**src/rtl/nvg_pkg.sv**
```systemverilog
package nvg_pkg;

   typedef enum logic [1:0] {
      GS_SHUT  = 2'd0,
      GS_RUN   = 2'd1,
      GS_GRACE = 2'd2
   } guard_state_e;

endpackage

```
**src/rtl/nvg_trip_pick.sv**
```systemverilog
module nvg_trip_pick #(
   parameter int NUM_LEVELS = 2,
   localparam int LVL_W = (NUM_LEVELS > 1) ? $clog2(NUM_LEVELS) : 1
) (
   input  logic [NUM_LEVELS-1:0] trip_vec,
   input  logic [LVL_W-1:0]      level_sel,
   output logic                  fault
);

   generate
      if (NUM_LEVELS == 1) begin : g_single
         logic unused_sel;
         assign unused_sel = ^level_sel;
         assign fault = trip_vec[0];
      end else if (NUM_LEVELS == 2) begin : g_pair
         assign fault = level_sel[0] ? trip_vec[1] : trip_vec[0];
      end else begin : g_many
         always_comb begin
            fault = 1'b1;
            for (int i = 0; i < NUM_LEVELS; i++) begin
               if (level_sel == LVL_W'(i)) fault = trip_vec[i];
            end
         end
      end
   endgenerate

endmodule

```
**src/rtl/nvg_guard_fsm.sv**
```systemverilog
module nvg_guard_fsm
   import nvg_pkg::*;
#(
   parameter int SEL_W        = 2,
   parameter int GRACE_CYCLES = 8,
   localparam int CNT_W = (GRACE_CYCLES > 1) ? $clog2(GRACE_CYCLES) : 1
) (
   input  logic             clk,
   input  logic             rst_n,
   input  logic             fault,
   input  logic             ce_in_n,
   input  logic [SEL_W-1:0] bank_sel,
   output guard_state_e     state,
   output logic [SEL_W-1:0] held_sel
);

   localparam logic [CNT_W-1:0] LAST_CNT = CNT_W'(GRACE_CYCLES - 1);

   guard_state_e     st_q;
   logic [SEL_W-1:0] held_q;
   logic [CNT_W-1:0] age_q;
   logic             age_done;

   assign age_done = (age_q == LAST_CNT);

   always_ff @(posedge clk or negedge rst_n) begin
      if (!rst_n) begin
         st_q   <= GS_SHUT;
         held_q <= '0;
         age_q  <= '0;
      end else begin
         case (st_q)
            GS_SHUT: begin
               if (!fault && ce_in_n) st_q <= GS_RUN;
            end
            GS_RUN: begin
               if (fault) begin
                  if (!ce_in_n) begin
                     st_q   <= GS_GRACE;
                     held_q <= bank_sel;
                     age_q  <= '0;
                  end else begin
                     st_q <= GS_SHUT;
                  end
               end
            end
            GS_GRACE: begin
               if (ce_in_n || age_done) st_q <= GS_SHUT;
               else                     age_q <= age_q + 1'b1;
            end
            default: st_q <= GS_SHUT;
         endcase
      end
   end

   assign state    = st_q;
   assign held_sel = held_q;

endmodule

```
**src/rtl/nvg_bank_decode.sv**
```systemverilog
module nvg_bank_decode
   import nvg_pkg::*;
#(
   parameter int NUM_BANKS = 4,
   localparam int SEL_W = $clog2(NUM_BANKS)
) (
   input  guard_state_e         state,
   input  logic                 ce_in_n,
   input  logic [SEL_W-1:0]     bank_sel,
   input  logic [SEL_W-1:0]     held_sel,
   output logic [NUM_BANKS-1:0] bank_ce_n
);

   generate
      for (genvar b = 0; b < NUM_BANKS; b++) begin : g_bank
         localparam logic [SEL_W-1:0] IDX = SEL_W'(b);
         logic hit;

         always_comb begin
            case (state)
               GS_RUN:   hit = (bank_sel == IDX);
               GS_GRACE: hit = (held_sel == IDX);
               default:  hit = 1'b0;
            endcase
         end

         assign bank_ce_n[b] = ~(hit & ~ce_in_n);
      end
   endgenerate

endmodule

```
**src/rtl/nvg_bank_guard.sv**
```systemverilog
module nvg_bank_guard
   import nvg_pkg::*;
#(
   parameter int NUM_BANKS    = 4,
   parameter int GRACE_CYCLES = 8,
   localparam int SEL_W = $clog2(NUM_BANKS)
) (
   input  logic                 clk,
   input  logic                 rst_n,
   input  logic [SEL_W-1:0]     bank_sel,
   input  logic                 ce_in_n,
   input  logic                 wide_tol,
   input  logic                 trip_tight,
   input  logic                 trip_wide,
   output logic [NUM_BANKS-1:0] bank_ce_n
);

   generate
      if (NUM_BANKS < 2 || (NUM_BANKS & (NUM_BANKS - 1)) != 0) begin : g_bad_banks
         $error("NUM_BANKS must be a power of two, at least 2");
      end
      if (GRACE_CYCLES < 1) begin : g_bad_grace
         $error("GRACE_CYCLES must be at least 1");
      end
   endgenerate

   logic             fault;
   guard_state_e     state;
   logic [SEL_W-1:0] held_sel;

   nvg_trip_pick #(.NUM_LEVELS(2)) u_pick (
      .trip_vec  ({trip_wide, trip_tight}),
      .level_sel (wide_tol),
      .fault     (fault)
   );

   nvg_guard_fsm #(.SEL_W(SEL_W), .GRACE_CYCLES(GRACE_CYCLES)) u_fsm (
      .clk      (clk),
      .rst_n    (rst_n),
      .fault    (fault),
      .ce_in_n  (ce_in_n),
      .bank_sel (bank_sel),
      .state    (state),
      .held_sel (held_sel)
   );

   nvg_bank_decode #(.NUM_BANKS(NUM_BANKS)) u_dec (
      .state     (state),
      .ce_in_n   (ce_in_n),
      .bank_sel  (bank_sel),
      .held_sel  (held_sel),
      .bank_ce_n (bank_ce_n)
   );

endmodule

```
**config.mk**
```make
export PLATFORM = sky130hd
export DESIGN_NAME = nvg_bank_guard
export DESIGN_NICKNAME = d
export VERILOG_FILES = /design/src/rtl/nvg_pkg.sv /design/src/rtl/nvg_trip_pick.sv /design/src/rtl/nvg_guard_fsm.sv /design/src/rtl/nvg_bank_decode.sv /design/src/rtl/nvg_bank_guard.sv
export SDC_FILE = /design/constraint.sdc
export NUM_CORES = 1
export LEC_CHECK = 0
export ABC_AREA = 1
export ABC_CLOCK_PERIOD_IN_PS = 1560
export BUFFER_PORTS_ARGS = -buffer_cell sky130_fd_sc_hd__clkbuf_2
export CORE_AREA = 2 2 39 41
export CTS_CLUSTER_SIZE = 40
export DETAILED_ROUTE_END_ITERATION = 8
export DIE_AREA = 0 0 41 43
export GPL_TIMING_DRIVEN = 0
export PLACE_DENSITY = 0.6
export SLEW_MARGIN = 20
export SYNTH_ARGS = -nofsm -noshare
export SYNTH_HDL_FRONTEND = slang
export SYNTH_SLANG_ARGS = --single-unit
```
**constraint.sdc**
```tcl
create_clock -name clk -period 1.56 [get_ports clk]
set_clock_uncertainty 0.15 [all_clocks]
set_input_delay 0.312 -clock clk [delete_from_list [all_inputs] [get_ports clk]]
set_output_delay 0.312 -clock clk [all_outputs]
set_load 0.01 [all_outputs]
```
==> impl_results.md, run 1 <==
- Avg Cell Area, Syn: 7.12 sq um
- Final Worst Setup Slack: -262 ps
- Max clock buf depth: 2
- Failing checks: setup timing
- Max Clock Freq: 549 MHz
- Pin count of the biggest net entering global routing: 8
- Main synth FF type: dfrtp_1
- Leak: 0.367 nW
- Area of the die: 1760 sq um
- Status: finished, violations left
- Vias in the first global route: 464
- Final Slew Violations: 0
- Fin nets: 106
- CTS Root Cell: clkbuf_4
- PD cells: 1390 nW/um^2
- Worst reg2reg path endpoint: u_fsm.age_q[0]$_DFFE_PN0P_
- Initial DRC count: 2
- Worst path bufs/invs: 3
- CP Launch Type: register
- Routability Congestion: 0.716
- RSZ-0062 raised after global routing: yes
- CP required: 1100 ps
- Synth cell types: 13
- Reg2Reg Depth: 9
- Final Hold Viols: 0
- First-pass GRT wire length: 1590 um
- Synth top area cells: dfrtp_1 (35%), nand2_1 (18%), ha_1 (15%)
- RR Startpoint: u_fsm.state[0]$_DFFE_PN0P_
- Min Hold Slack: 203 ps
- Hold Path End: u_fsm.held_sel[0]$_DFFE_PN0P_
- Clk slew on worst S/H paths: 50 ps
- Seq/Total Area, Yosys: 34.7%
- Mapped Area: 505 sq um
- Global-route usage over all layers: 13.2%
- CTS Buf Count: 3
- HP Start: bank_sel[0]
- Fin area: 728 sq um
- Ys async rst share: 100%
- Hold Path Depth: 3
- Hold crit path type: input port to register
- Boundary Pins: 12
- Slew Limit Headroom: 88.4%
- Placed cells: 98
- CP cell instances: inv_4 -> ha_4 -> inv_2 -> nor2_4 -> nand3_1 -> clkbuf_2
- Post-synth top area cell: dfrtp_1
- Buffers on Ports: 11
- Syn nets: 85
- Post-synth EDFFs: 0
- DRC violations left: 0
- List of most frequent post-synthesis cells: nand2_1 (24), inv_1 (11), dfrtp_1 (7), nand3_1 (7), ha_1 (6)
- Synth Instances: 71
- First-pass DRT Iterations: 4
- VDD IR max: 0.531 mV
- Num Clock Sinks: 7
- Final ANT Viol Nets: 0
- WL per Instance: 9.74 um
- Max FO, Critical Path: 4
- Yosys reg bits: 7
- CP max stage cell: dfrtp_2
- Maxcap violations: 0
- DRT Wirelength: 1040 um
- CP endpoint kind: output port
- CTS tree: yes
- Worst Path Class, Setup: register to output port
- Synth-to-layout area growth: 44.1%
- Area of the core: 1380 sq um
- Share of layout cells above drive strength 1: 40.7%
- CTS HTree Levels: 1
- Pre-CTS setup slack: -177 ps
- Top-count cell post-synth: nand2_1
- Vias per cell: 4.90
- Filler instances: 146
- Top-area cell type share of the netlist area: 34.7%
- Pin slew with the least headroom to its limit: 175 ps
- Die Height: 43 um
- Clk_lat worst skew: 250 ps
- CP max stage delay: 430 ps
- HPWL after DPL: 803 um
- Final setup vio count: 7
- Initial antenna violation count: 0
- Min cycle time layout: 1820 ps
- N_diodes: 0
- Post-route insts no fill: 107
- CP delay by family, top: flip-flops
- Cell Rows: 14
- Warnings, synthesis: 0
- Cell area after placement: 581 sq um
- Die width: 41 um
- Arr. time, crit path: 1360 ps
- Grt total ovfl: 0
- Post-layout util: 52.6%
- Starting density of the core: 36.5%
- Total number of vias: 524
- R2R setup slack: -30 ps
- Crit share post-route: 117%
-- worst reg2reg max path, cell delays in order, from the launching register on --
cell and delay (ps):
dfrtp_1 400, inv_2 120, ha_4 180, buf_4 120, buf_6 90, inv_2 30
o21ai_2 110, nand3_2 130, nand2_1 90, o21ai_1 60
-- metal layers --
layer | wire [um] | vias up | global-route usage (%)
met5 | 0 | - | 0
met4 | 5 | 0 | 4.00
met3 | 35 | 2 | 6.28
met2 | 564 | 11 | 23.8
met1 | 436 | 246 | 12.1
li1 | - | 265 | -
-- where the power goes --
group | internal [mW] | switching (mW)
clock network | 0.0974 | 0.0632
logic | 0.248 | 0.307
registers | 0.241 | 0.0537
-- placed cells by master (no fill, tap or decap), types with 2 or more instances in the layout --
cell type / Yosys / routed
buf_6: 0 / 2
dfrtp_1: 7 / 6
o21ai_2: 1 / 3
o21ai_0: 5 / 2
clkbuf_4: 0 / 3
nand2_1: 24 / 22
ha_1: 6 / 2
nand2_2: 0 / 2
nand3_1: 7 / 6
o21ai_1: 4 / 5
nand3_2: 1 / 2
buf_4: 0 / 3
inv_2: 1 / 4
inv_1: 11 / 7
ha_4: 0 / 3
clkbuf_2: 0 / 9
-- area by class of cell --
type | instances | area [sq um] | share of cell area (%)
multi-input cells | 52 | 353 | 48.5
flip-flops and latches | 7 | 176 | 24.2
repair buffers | 16 | 105 | 14.4
inverters | 12 | 47.5 | 6.53
clock buffers | 4 | 26.3 | 3.61
well taps | 16 | 20.0 | 2.75
-- repair_timing --
item / in CTS / in global routing
resized for setup: 11 / 15
cloned: 0 / 0
hold buffers: 1 / 0
buffers inserted: 1 / 3
hold endpoints to repair: 7 / 0
pin swaps: 4 / 7
setup endpoints to repair: 4 / 11
-- worst max-delay path by stage --
stage                                           from            to  slack, ps  cells past startpoint
after floorplan           u_fsm.state[0]$_DFFE_PN0P_  bank_ce_n[1]         10                      5
after global placement    u_fsm.state[0]$_DFFE_PN0P_  bank_ce_n[1]       -160                      6
after detailed placement  u_fsm.state[0]$_DFFE_PN0P_  bank_ce_n[1]       -180                      7
after CTS                 u_fsm.state[1]$_DFFE_PN0P_  bank_ce_n[1]       -310                      6
after global routing      u_fsm.state[0]$_DFFE_PN0P_  bank_ce_n[1]       -370                      7
final                     u_fsm.state[1]$_DFFE_PN0P_  bank_ce_n[2]       -260                      6
-- logic make-up after synthesis --
family	count (synthesis)	synth area share, %
AOI/OAI and AO/OA	10	10.6
adders and majority gates	6	14.9
buffers and inverters	12	8.91
DFF	7	34.7
and+or+nand+nor	36	30.9
-- flip-flops by register name, summed over array words and instances (netlist names) --
| signal | flops |
|---|---|
| u_fsm.age_q | 3 |
| u_fsm.held_sel | 2 |
| u_fsm.state | 2 |
-- through the flow --
step                      setup TNS [ps]  power, mW
after floorplan                        0      0.569
after global placement              -475      0.661
after detailed placement            -548      0.665
after CTS                          -1230      0.923
after global routing               -1710       1.11
final                              -1030       1.01
Note: power is estimated with default switching activity, not from simulation.
==> run 2: changes to the inputs <==
--- a/config.mk
+++ b/config.mk
@@ -5,7 +5,6 @@
 export SDC_FILE = /design/constraint.sdc
 export NUM_CORES = 1
 export LEC_CHECK = 0
-export ABC_AREA = 1
 export ABC_CLOCK_PERIOD_IN_PS = 1560
 export BUFFER_PORTS_ARGS = -buffer_cell sky130_fd_sc_hd__clkbuf_2
 export CORE_AREA = 2 2 39 41
@@ -13,7 +12,7 @@
 export DETAILED_ROUTE_END_ITERATION = 8
 export DIE_AREA = 0 0 41 43
 export GPL_TIMING_DRIVEN = 0
-export PLACE_DENSITY = 0.6
+export PLACE_DENSITY = 0.64
 export SLEW_MARGIN = 20
 export SYNTH_ARGS = -nofsm -noshare
 export SYNTH_HDL_FRONTEND = slang
==> impl_results.md, run 2 <==
- Status: finished, violations left (unchanged)
- Failing checks: setup timing (unchanged)
- Worst path bufs/invs: 3 (unchanged)
- Final ANT Viol Nets: 0 (unchanged)
- Vias in the first global route: 464 (unchanged)
- Initial DRC count: 8 (was 2)
- Max clock buf depth: 2 (unchanged)
- DRC violations left: 0 (unchanged)
- Crit share post-route: 121% (was 117%)
- Top reg by flops: u_fsm.age_q (unchanged)
- Starting density of the core: 39.9% (was 36.5%)
- Boundary Pins: 12 (unchanged)
- Initial antenna violation count: 0 (unchanged)
- PD cells: 1660 nW/um^2 (was 1390 nW/um^2)
- CP endpoint kind: output port (unchanged)
- Pin count of the biggest net entering global routing: 9 (was 8)
- Fin nets: 96 (was 106)
- Warnings, synthesis: 0 (unchanged)
- Filler instances: 123 (was 146)
- Post-layout util: 59.2% (was 52.6%)
- Largest register FFs: 3 (unchanged)
- Mapped Area: 552 sq um (was 505 sq um)
- HPWL after DPL: 846 um (was 803 um)
- Synth-to-layout area growth: 48.5% (was 44.1%)
- RSZ-0062 raised after global routing: yes (unchanged)
- Share of layout cells above drive strength 1: 49.4% (was 40.7%)
- Area of the core: 1380 sq um (unchanged)
- Hold Path End: u_fsm.held_sel[1]$_DFFE_PN0P_ (was u_fsm.held_sel[0]$_DFFE_PN0P_)
- CTS HTree Levels: 1 (unchanged)
- CP Launch Type: register (unchanged)
- Avg Cell Area, Syn: 9.20 sq um (was 7.12 sq um)
- Min Hold Slack: 199 ps (was 203 ps)
- Final Worst Setup Slack: -321 ps (was -262 ps)
- Global-route usage over all layers: 16.4% (was 13.2%)
- VDD IR max: 0.710 mV (was 0.531 mV)
- Cell Rows: 14 (unchanged)
- Vias per cell: 5.34 (was 4.90)
- Pre-CTS setup slack: -196 ps (was -177 ps)
- Main synth FF type: dfrtp_1 (unchanged)
- CP cell instances: inv_2 -> ha_4 -> inv_4 -> o32ai_2 -> nand2_1 -> buf_2 (was inv_4 -> ha_4 -> inv_2 -> nor2_4 -> nand3_1 -> clkbuf_2)
- HP Start: bank_sel[1] (was bank_sel[0])
- Arr. time, crit path: 1420 ps (was 1360 ps)
- Hold Path Depth: 2 (was 3)
- DRT Wirelength: 1280 um (was 1040 um)
- Post-synth EDFFs: 0 (unchanged)
- Leak: 0.350 nW (was 0.367 nW)
- Buffers on Ports: 11 (unchanged)
- Final Slew Violations: 0 (unchanged)
- CP delay by family, top: flip-flops (unchanged)
- Num Clock Sinks: 7 (unchanged)
- Final setup vio count: 10 (was 7)
- WL per Instance: 13.2 um (was 9.74 um)
- CP max stage delay: 430 ps (about the same)
- RR Startpoint: u_fsm.state[0]$_DFFE_PN0P_ (unchanged)
- Total number of vias: 518 (was 524)
- Top-area cell type share of the netlist area: 31.7% (was 34.7%)
- Commonest non-fill, non-tap cell in the layout: clkbuf_2 (was nand2_1)
- Area of the die: 1760 sq um (unchanged)
- Synth top area cells: dfrtp_1 (32%), ha_1 (14%), inv_1 (5.4%) (was dfrtp_1 (35%), nand2_1 (18%), ha_1 (15%))
- CTS Root Cell: clkbuf_4 (unchanged)
- Seq/Total Area, Yosys: 31.7% (was 34.7%)
- Hold crit path type: input port to register (unchanged)
- N_diodes: 0 (unchanged)
- Yosys reg bits: 7 (unchanged)
- Worst Path Class, Setup: register to output port (unchanged)
- Syn nets: 74 (was 85)
- Final Hold Viols: 0 (unchanged)
- Maxcap violations: 0 (unchanged)
- Commonest cells after routing, fill and taps aside: clkbuf_2 (9), nand2_1 (7), dfrtp_1 (6) (was nand2_1 (22), clkbuf_2 (9), inv_1 (7))
- Die Height: 43 um (unchanged)
- Reg2Reg Depth: 6 (was 9)
- Max FO, Critical Path: 3 (was 4)
- First-pass DRT Iterations: 4 (unchanged)
- Worst reg2reg path endpoint: u_fsm.age_q[1]$_DFFE_PN0P_ (was u_fsm.age_q[0]$_DFFE_PN0P_)
- Slew Limit Headroom: 61.3% (was 88.4%)
- R2R setup slack: -200 ps (was -30 ps)
- Pin slew with the least headroom to its limit: 570 ps (was 175 ps)
- CTS Buf Count: 3 (unchanged)
- Grt total ovfl: 0 (unchanged)
- Max Clock Freq: 532 MHz (was 549 MHz)
- Clk slew on worst S/H paths: 50 ps (about the same)
- Clk_lat worst skew: 260 ps (was 250 ps)
- Synth cell types: 28 (was 13)
- First-pass GRT wire length: 1930 um (was 1590 um)
- List of most frequent post-synthesis cells: inv_1 (8), dfrtp_1 (7), nand2_1 (7) (was nand2_1 (24), inv_1 (11), dfrtp_1 (7), nand3_1 (7), ha_1 (6))
- CP required: 1100 ps (about the same)
- Top-count cell post-synth: inv_1 (was nand2_1)
- Post-synth top area cell: dfrtp_1 (unchanged)
- Routability Congestion: 0.648 (was 0.716)
- CTS tree: yes (unchanged)
- CP max stage cell: dfrtp_2 (unchanged)
- Die width: 41 um (unchanged)
- Ys async rst share: 100% (unchanged)
- Synth Instances: 60 (was 71)
- Min cycle time layout: 1880 ps (was 1820 ps)
-- run 2: cell types whose count changed in the layout (fill, tap and decap cells not counted), sizes merged, moves of 2 or more --
cell,change
nand2,-17
o21ai,-9
nand3,-6
inv,-4
mux2i,+3
nand2b,+3
o22ai,+3
a31oi,+2
buf,+2
mux2,+2
-- run 2: cells by family after synthesis --
kind of cell	share of synthesized area, %
flops	31.7
mux	10.2
simple gates	17.5
buf+inv	6.35
fa+ha+maj	13.6
compound gates	20.6
-- run 2: layout make-up --
class	instances	area (sq um)	area share (%)
Timing Repair Buffer	18	120	14.7
Tap cell	16	20.0	2.44
Multi-Input combinational cell	44	443	54.0
Inverter	8	32.5	3.97
Clock inverter	1	5.00	0.611
Sequential cell	7	176	21.5
Clock buffer	3	22.5	2.75
-- run 2: what timing repair did --
action                                  CTS  global route
pin swaps                                 3             7
endpoints found under the hold margin     7             0
setup buffers                             4             2
gates resized for setup                  13             9
endpoints found under the setup margin   11            11
hold buffers                              1             0
-- run 2: metrics by stage --
step / TNS, ps / std cells / cell area, sq um / power (mW)
2_1_floorplan: -39.9 / 60 / 576 / 0.754
3_3_place_gp: -1200 / 87 / 651 / 0.870
3_5_place_dp: -1430 / 87 / 651 / 0.881
4_1_cts: -2160 / 96 / 776 / 1.24
5_1_grt: -2740 / 97 / 820 / 1.46
6_report: -1960 / 97 / 820 / 1.36
-- run 2: report_power, final --
part,internal [mW],switching [mW]
Clock,0.0938,0.0699
Sequential,0.250,0.0745
Combinational,0.448,0.421
-- run 2: worst max-delay path by stage --
stage / startpoint / depth (start not counted) / end
6_report: u_fsm.state[1]$_DFFE_PN0P_ / 6 / bank_ce_n[0]
5_1_grt: u_fsm.state[1]$_DFFE_PN0P_ / 6 / bank_ce_n[0]
4_1_cts: u_fsm.state[1]$_DFFE_PN0P_ / 7 / bank_ce_n[0]
3_5_place_dp: u_fsm.state[1]$_DFFE_PN0P_ / 6 / u_fsm.age_q[1]$_DFFE_PN0P_
3_3_place_gp: u_fsm.state[1]$_DFFE_PN0P_ / 7 / bank_ce_n[0]
2_1_floorplan: u_fsm.state[1]$_DFFE_PN0P_ / 6 / u_fsm.age_q[1]$_DFFE_PN0P_
-- run 2: per-layer routing --
metal / track usage, % / share of wire (%) / vias to the layer above
met1: 18.1 / 40 / 242
met3: 3.14 / 3.4 / 3
met2: 26.9 / 54 / 13
met4: 10.0 / 1.8 / 0
met5: 0 / 0 / -
li1: - / - / 260
